`config.mk`:
```
export PLATFORM = sky130hd
export DESIGN_NAME = spi_sck_baud_gen
export DESIGN_NICKNAME = d
export VERILOG_FILES = /design/src/rtl/spi_baud_pkg.sv /design/src/rtl/sck_div_decode.sv /design/src/rtl/sck_phase_gen.sv /design/src/rtl/spi_sck_baud_gen.sv
export SDC_FILE = /design/constraint.sdc
export NUM_CORES = 1
export LEC_CHECK = 0
export CAP_MARGIN = 20
export CORE_ASPECT_RATIO = 0.7
export CORE_MARGIN = 1.5
export CORE_UTILIZATION = 45
export DETAILED_ROUTE_END_ITERATION = 10
export SYNTH_ARGS = -nofsm -noshare
export SYNTH_HDL_FRONTEND = slang
export SYNTH_SLANG_ARGS = --single-unit
```
`constraint.sdc`:
```
create_clock -name clk_i -period 4.6 [get_ports clk_i]
set_input_delay 0.46 -clock clk_i [delete_from_list [all_inputs] [get_ports clk_i]]
set_output_delay 0.46 -clock clk_i [all_outputs]
set_load 0.005 [all_outputs]
```
`src/rtl/spi_baud_pkg.sv`:
```
package spi_baud_pkg;
  localparam int unsigned PRESC_W = 2;
  localparam int unsigned SCALE_W = 4;
  // widest ratio: 7 * 2^(2^SCALE_W - 1)
  localparam int unsigned CNT_W   = 3 + (1 << SCALE_W) - 1;

  function automatic int unsigned presc_value(input logic [PRESC_W-1:0] idx);
    case (idx)
      2'd0:    return 2;
      2'd1:    return 3;
      2'd2:    return 5;
      default: return 7;
    endcase
  endfunction

  function automatic int unsigned scale_value(input logic [SCALE_W-1:0] idx);
    if (idx < 3) return 2 * (int'(idx) + 1);
    return 1 << idx;
  endfunction
endpackage

```
`src/rtl/sck_div_decode.sv`:
```
module sck_div_decode
  import spi_baud_pkg::*;
#(
  parameter int unsigned CW = CNT_W
) (
  input  logic [PRESC_W-1:0] presc_idx_i,
  input  logic [SCALE_W-1:0] scale_idx_i,
  input  logic               dbl_rate_i,
  output logic [CW-1:0]      period_o,
  output logic [CW-1:0]      low_len_o
);
  logic [CW-1:0] prod;

  always_comb begin
    prod      = CW'(presc_value(presc_idx_i) * scale_value(scale_idx_i));
    period_o  = dbl_rate_i ? (prod >> 1) : prod;
    // odd period: extra cycle goes to the low phase
    low_len_o = period_o - (period_o >> 1);
  end
endmodule

```
`src/rtl/sck_phase_gen.sv`:
```
module sck_phase_gen #(
  parameter int unsigned CW = 18
) (
  input  logic          clk_i,
  input  logic          rst_ni,
  input  logic          en_i,
  input  logic [CW-1:0] period_i,
  input  logic [CW-1:0] low_len_i,
  output logic          sck_o,
  output logic          lead_o,
  output logic          trail_o
);
  logic [CW-1:0] cnt_q, cur_n_q, cur_l_q;
  logic          sck_q, lead_q, trail_q;

  always_ff @(posedge clk_i or negedge rst_ni) begin
    if (!rst_ni) begin
      cnt_q   <= '0;
      cur_n_q <= CW'(2);
      cur_l_q <= CW'(1);
      sck_q   <= 1'b0;
      lead_q  <= 1'b0;
      trail_q <= 1'b0;
    end else if (!en_i) begin
      cnt_q   <= '0;
      cur_n_q <= period_i;
      cur_l_q <= low_len_i;
      sck_q   <= 1'b0;
      lead_q  <= 1'b0;
      trail_q <= 1'b0;
    end else begin
      lead_q  <= 1'b0;
      trail_q <= 1'b0;
      if (cnt_q == cur_n_q - 1'b1) begin
        cnt_q   <= '0;
        cur_n_q <= period_i;   // period boundary: take new ratio
        cur_l_q <= low_len_i;
        sck_q   <= 1'b0;
        trail_q <= 1'b1;
      end else begin
        cnt_q <= cnt_q + 1'b1;
        if (cnt_q == cur_l_q - 1'b1) begin
          sck_q  <= 1'b1;
          lead_q <= 1'b1;
        end
      end
    end
  end

  assign sck_o   = sck_q;
  assign lead_o  = lead_q;
  assign trail_o = trail_q;

  assert_lead_pulse_R6: assert property (@(posedge clk_i) disable iff (!rst_ni)
    lead_q |=> !lead_q);
  assert_trail_pulse_R6: assert property (@(posedge clk_i) disable iff (!rst_ni)
    trail_q |=> !trail_q);
  assert_rise_has_lead_R6: assert property (@(posedge clk_i) disable iff (!rst_ni)
    $rose(sck_q) |-> lead_q);
  assert_fall_enabled_trail_R6: assert property (@(posedge clk_i) disable iff (!rst_ni)
    ($fell(sck_q) && $past(en_i)) |-> trail_q);
  assert_idle_clear_R7: assert property (@(posedge clk_i) disable iff (!rst_ni)
    !en_i |=> (!sck_q && !lead_q && !trail_q && cnt_q == '0));
  assert_cnt_range_R3: assert property (@(posedge clk_i) disable iff (!rst_ni)
    cnt_q < cur_n_q);
  assert_cfg_hold_R8: assert property (@(posedge clk_i) disable iff (!rst_ni)
    (cnt_q != '0) |-> ($stable(cur_n_q) && $stable(cur_l_q)));
endmodule

```
`src/rtl/spi_sck_baud_gen.sv`:
```
module spi_sck_baud_gen
  import spi_baud_pkg::*;
#(
  parameter int unsigned CW = CNT_W
) (
  input  logic               clk_i,
  input  logic               rst_ni,
  input  logic               en_i,
  input  logic [PRESC_W-1:0] presc_idx_i,
  input  logic [SCALE_W-1:0] scale_idx_i,
  input  logic               dbl_rate_i,
  output logic               sck_o,
  output logic               lead_o,
  output logic               trail_o
);
  logic [CW-1:0] period, low_len;

  sck_div_decode #(.CW(CW)) u_decode (
    .presc_idx_i (presc_idx_i),
    .scale_idx_i (scale_idx_i),
    .dbl_rate_i  (dbl_rate_i),
    .period_o    (period),
    .low_len_o   (low_len)
  );

  sck_phase_gen #(.CW(CW)) u_phase (
    .clk_i     (clk_i),
    .rst_ni    (rst_ni),
    .en_i      (en_i),
    .period_i  (period),
    .low_len_i (low_len),
    .sck_o     (sck_o),
    .lead_o    (lead_o),
    .trail_o   (trail_o)
  );

  assert_phase_split_R4: assert property (@(posedge clk_i) disable iff (!rst_ni)
    (period >= CW'(2)) && (low_len >= period - low_len)
    && (low_len - (period - low_len) <= CW'(1)));
  assert_reset_idle_R9: assert property (@(posedge clk_i)
    !rst_ni |-> (!sck_o && !lead_o && !trail_o));
endmodule

```
Word-level counts from Yosys, hierarchy flattened
Index checks and enable logic that the tools add are counted.

storage, ports and cells
  register bits = 57

operators by class
  $add $sub $neg = 5
  multiply operators = 1
  order comparisons = 1
  equality and inequality tests = 6
  shift operators = 1
  multiplexer cells = 19
  reductions and logical operators = 1

operator list
  operator                                                     number
  2-to-1 mux 18 bit                                            7
  2-to-1 mux 32 bit                                            2
  == test 18 bit                                               2
  subtractor 18 x 1 -> 18 bit (second input constant)          2
  multiplier 3 x 32 -> 18 bit                                  1
  left shift 1 x 4 -> 32 bit (first input constant)            1
  adder 18 x 1 -> 18 bit (second input constant)               1
  subtractor 18 x 17 -> 18 bit                                 1
  2-to-1 mux 1 bit                                             9
  case mux 3 bit (3 select lines)                              1
  adder 4 x 1 -> 5 bit (second input constant)                 1
  less-than comparator 4 x 2 -> 1 bit (second input constant)  1
  inequality test 3 x 1 -> 1 bit (second input constant)       1
  == test 2 x 1 -> 1 bit (second input constant)               1
  == test 2 bit (second input constant)                        1
  logical NOT 2 bit                                            1
  inequality test 2 x 1 -> 1 bit (second input constant)       1

Longest topological paths before layout
Gate-level depths: netlist (run 1).

  depth after elaboration = 8
  depth in mapped cells = 28
  gate-level depth less buffers = 27

Hierarchy
From an unflattened synthesis (run 1), not the netlist that was laid out.

second synthesis, totals
  cell total of the unflattened synthesis = 744
  area, all modules = 6393.6 µm²

by module, submodules not included
  module          times used  cells each  area each (µm²)
  sck_phase_gen   1           359         3654.8
  sck_div_decode  1           385         2738.9

Worst setup path before layout (run 1)
OpenSTA, ideal clock, no wires.

  path kind = input to register
  start point = input port scale_idx_i[2]
  end point = register u_phase.cur_l_q[15]
  library setup time = 125 ps
  arrival = 5612 ps
  setup slack = -1137 ps
  stages on the path = 22
  path buffers = 1
  cells stage by stage = clkbuf_1 inv_1 ha_1 a211oi_1 nand2_1 fa_1 inv_1 ha_1 a211oi_1 o21ai_0 a211oi_1 nor2_1 mux2_2 inv_1 ha_1 a21o_1 o31a_1 o311ai_0 o211ai_1 a2111o_1 xor2_1 mux2_2

between the ends
  longest elaborated chain between the ends = 8
  elaborated cells between the ends (all ways) = 11
  classes of those cells = add/sub: 2; mul: 1; order compare: 1; shift: 1; mux: 6

RTL lines
  what                                                                                line                    text
  start: declaration                                                                  spi_sck_baud_gen.sv:10  input logic [SCALE_W-1:0] scale_idx_i,
  adder 4 x 1 -> 5 bit / less-than comparator 4 x 2 -> 1 bit (equally long branches)  spi_baud_pkg.sv:17      if (idx < 3) return 2 * (int'(idx) + 1);
  2-to-1 mux 32 bit / 2-to-1 mux 1 bit (equally long branches)                        spi_baud_pkg.sv:17
  2-to-1 mux 32 bit (*)                                                               spi_baud_pkg.sv:18      return 1 << idx;
  multiplier 3 x 32 -> 18 bit (*)                                                     sck_div_decode.sv:15    prod = CW'(presc_value(presc_idx_i) * scale_value(scale_idx_i));
  2-to-1 mux 18 bit (*)                                                               sck_div_decode.sv:16    period_o = dbl_rate_i ? (prod >> 1) : prod;
  subtractor 18 x 17 -> 18 bit (*)                                                    sck_div_decode.sv:18    low_len_o = period_o - (period_o >> 1);
  2-to-1 mux 18 bit                                                                   sck_phase_gen.sv:34     if (cnt_q == cur_n_q - 1'b1) begin
  2-to-1 mux 18 bit (*)                                                               sck_phase_gen.sv:24     end else if (!en_i) begin
  end signal: assignment                                                              sck_phase_gen.sv:27     cur_l_q <= low_len_i;
  end signal: assignment                                                              sck_phase_gen.sv:37     cur_l_q <= low_len_i;
  end: declaration                                                                    sck_phase_gen.sv:13     logic [CW-1:0] cnt_q, cur_n_q, cur_l_q;

Mark *: on every way between the ends. The rest lies on a longest branch, timed or not. The select of a mux whose other input is x is not followed.
A chain may end at the register's enable or synchronous reset.

Final worst setup path (run 1)
  start point = input port scale_idx_i[1]
  end point = register u_phase.cur_l_q[15]

between the ends
  longest elaborated chain between the ends = 8
  elaborated cells between the ends (all ways) = 11
  classes of those cells = add/sub: 2; mul: 1; order compare: 1; shift: 1; mux: 6

RTL lines
  what                                                                                line                    text
  adder 4 x 1 -> 5 bit / less-than comparator 4 x 2 -> 1 bit (equally long branches)  spi_baud_pkg.sv:17
  2-to-1 mux 32 bit / 2-to-1 mux 1 bit (equally long branches)                        spi_baud_pkg.sv:17
  2-to-1 mux 32 bit (*)                                                               spi_baud_pkg.sv:18
  multiplier 3 x 32 -> 18 bit (*)                                                     sck_div_decode.sv:15
  2-to-1 mux 18 bit (*)                                                               sck_div_decode.sv:16
  named net period[4]                                                                 spi_sck_baud_gen.sv:16  logic [CW-1:0] period, low_len;
  subtractor 18 x 17 -> 18 bit (*)                                                    sck_div_decode.sv:18
  2-to-1 mux 18 bit                                                                   sck_phase_gen.sv:34
  2-to-1 mux 18 bit (*)                                                               sck_phase_gen.sv:24

Mark *: on every way through the listed nets, which the timed path passes. The rest lies on a longest branch. The select of a mux whose other input is x is not followed.

==> qor.txt, run 1 <==
GR Overflow Total: 0
Gate power share: 0.433
P_int: 0.00168 W
Core area: 13400 um2
Count leader, synth: nor2_1
CP Buf/Inv Count: 6
Status: finished, violations left
Slowest cell on crit path: fa_1
Worst clock skew: 0.00755 ns
CP required: 4.82 ns
Setup violations, final: 8
Vias per std cell: 5.52
Post-Route WL: 17800 um
DRT iter0 DRCs: 306
Crit-path most repeated cell: ha_4
Synthesis-stage register bit count: 57
Die Y: 102 um
EDFF count, synth: 0
Critical Path Max Stage Delay: 0.61 ns
Setup ws final: -0.808 ns
DPL Wire Length: 13000 um
Mapped Area: 6290 um2
Synth top area cells: dfrtp_1, ha_1, xnor2_1
First-pass GRT wire length: 28900 um
Clock Path Buffers: 2
Post-Synthesis Cells: 785
Row cnt: 35
Seq/Total Area, Yosys: 0.227
Layout overhead on the synthesized area: 40.1%
YS warnings: 0
Gpl congestion: 0.914
Placed inst area: 7800 um2
Startpoint types: input pin
Crit path time final: 5.41 ns
Switching Power: 0.000878 W
Residual DRC count: 0
CTS H-tree depth: 3
Ports: 13
Vias in the first global route: 6081
DRT Pass-1 Iters: 4
Hold crit path type: input pin to asynchronous set/reset pin
Syn Area/Cell: 8.01 um2
TritonCTS clock tree: built
Pin count of the biggest net entering global routing: 58
Main flop type after synthesis: dfrtp_1
Initial antenna violation count: 0
Leak Pwr: 3.88 nW
Post-Layout Cell Count: 1134
Crit Path Max Fanout: 6
Worst-Skew Late Latency: 0.34 ns
Gr usage total: 0.248
Distinct cell type count after synthesis: 77
WL per Instance: 15.7 um
Achievable Freq: 0.185 GHz
Clock group share of total power: 0.291
Horiz. Die Dim: 144 um
Period utilization: 1.18
Clock Pin Slew Worst Setup and Hold Paths: 0.05 ns
Die area: 14700 um2
Peak supply drop: 189 uV
Endpoints failing hold: 0
Final instance area: 8810 um2
Switching Share: 0.344
Failing checks: negative setup slack
Worst path arrival time: 5.63 ns
Power per cell area: 290 nW/um2
Final net count: 1009
Synth top area share: 0.219
Max-slew headroom: 0.513
RSZ-0062 raised after global routing: true
Vias: 6263
Ys async rst share: 1.00
PortBufs: 12
Ant. Diodes: 0
Max-cap violations: 0
Core Util, Final: 0.658
Final Slew Violations: 0
Clock sinks: 57
Setup CP Type: input pin to register
Number of routed nets with antenna violations: 0
Reg power frac: 0.276
Critical Path Sink Type: register
Yosys top cell by area: dfrtp_1
Clock root buffer: clkbuf_16
Post-synth top cells: nor2_1, inv_1, dfrtp_1
Share of cells above drive strength 1: 0.348
Inst Count DP: 1090
Reg2reg setup slack: 0.98 ns
Slew at the pin closest to its max-slew limit: 0.731 ns
Initial Util: 0.469
Number of buffers created by CTS: 9
Delay-heaviest family, CP: compound AO/OA/AOI/OAI gates
Syn Nets: 850
-- cell usage in the layout (no fill, tap or decap), drive strengths merged, types with 7 or more instances in the layout --
| master | synthesis | layout |
|---|---|---|
| and2 | 10 | 10 |
| a21o | 7 | 7 |
| o31ai | 12 | 12 |
| o21a | 10 | 10 |
| inv | 58 | 58 |
| dfrtp | 55 | 55 |
| nor3 | 26 | 26 |
| or2 | 7 | 7 |
| a31oi | 7 | 7 |
| nand2b | 12 | 12 |
| or3 | 7 | 7 |
| ha | 39 | 39 |
| nand2 | 54 | 54 |
| nand4 | 12 | 12 |
| clkbuf | 27 | 12 |
| mux2 | 19 | 19 |
| nand3 | 30 | 30 |
| fa | 16 | 16 |
| xor2 | 29 | 29 |
| xnor2 | 46 | 46 |
| nor4 | 8 | 8 |
| buf | 11 | 177 |
| and3 | 9 | 9 |
| a21oi | 53 | 53 |
| nor2b | 12 | 12 |
| nor2 | 102 | 102 |
| o21ai | 26 | 26 |
-- power groups by stage --
stage,combinational (W),sequential (W),clock [W]
final,0.00111,0.000705,0.000742
after global routing,0.00121,0.000719,0.000774
after CTS,0.00106,0.000704,0.000747
after detailed placement,0.000940,0.000711,0
after global placement,0.000906,0.000706,0
after floorplan,0.000687,0.000658,0
-- worst register-to-register path, delay by kind of cell, from the launching register on --
family,cells,cell delay [ns]
simple gates,4,1.59
compound gates,2,0.69
flops,1,0.47
mux,1,0.34
buf+inv,1,0.25
xor+xnor,1,0.15
-- final cells by class --
class | instances | area (um2)
clock buffer | 11 | 253
clock inverter | 5 | 77.6
fill | 1098 | 4590
inverter | 58 | 245
multi-input combinational | 632 | 5110
sequential | 57 | 1430
tap | 185 | 231
timing repair buffer | 186 | 1470
-- flip-flops by register name (all words and copies together) (netlist names) --
register / count
u_phase.trail_o: 1
u_phase.cur_l_q: 18
u_phase.lead_o: 1
u_phase.sck_o: 1
u_phase.cnt_q: 18
u_phase.cur_n_q: 18
-- routing by layer --
layer  routed length (um)  track usage  vias to the layer above
met5                    0            0                        -
met3                  827       0.0464                       13
met4                  129       0.0482                        0
met1                 8760        0.351                     3061
met2                 8040        0.399                      130
li1                     -            -                     3059
-- cells by family (layout without fill, tap and decap cells) --
kind of cell,after synthesis,in the layout,synth area share
buffers and inverters,96,260,0.0672
AND/OR/NAND/NOR,313,313,0.247
multiplexers,25,25,0.0455
flip-flops,57,57,0.227
AO/OA/AOI/OAI,163,163,0.177
adder cells (fa/ha/maj),55,55,0.128
XOR/XNOR,76,76,0.108
-- path summary, 6_finish.rpt --
path                                          start                  end  depth (start not counted)
min in group clk_i              u_phase.cur_n_q[17]  u_phase.cur_n_q[17]                          1
worst min register to register  u_phase.cur_n_q[17]  u_phase.cur_n_q[17]                          1
max in group asynchronous                    rst_ni    u_phase.cnt_q[14]                          2
worst min-delay path                         rst_ni   u_phase.cur_l_q[1]                          2
worst max register to register  u_phase.cur_n_q[10]   u_phase.cur_l_q[4]                          9
worst max-delay path                 scale_idx_i[1]  u_phase.cur_l_q[15]                         25
-- what timing repair did --
action | CTS | global route
gates resized for setup | 88 | 37
pin swaps | 50 | 29
setup buffers | 18 | 14
hold buffers | 0 | 0
setup endpoints to repair | 16 | 12
-- stage by stage --
stage | TNS, ns | hold WS [ns] | setup slack, ns | power (W)
6_report | -3.83 | 0.261 | -0.808 | 0.00255
5_1_grt | -5.73 | 0.323 | -1.04 | 0.00270
4_1_cts | -2.82 | 0.295 | -0.719 | 0.00251
3_5_place_dp | -15.80 | 0.503 | -1.64 | 0.00165
3_3_place_gp | -14.65 | 0.491 | -1.62 | 0.00161
2_1_floorplan | -2.58 | 0.164 | -0.741 | 0.00134
No activity file was read; power rests on OpenSTA's default activity.
==> run 2, diff against run 1 <==
GPL_ROUTABILITY_DRIVEN = 0   (was default)
==> results of run 2 <==
Final layout, timing and power as in run 1 (identical DEF).
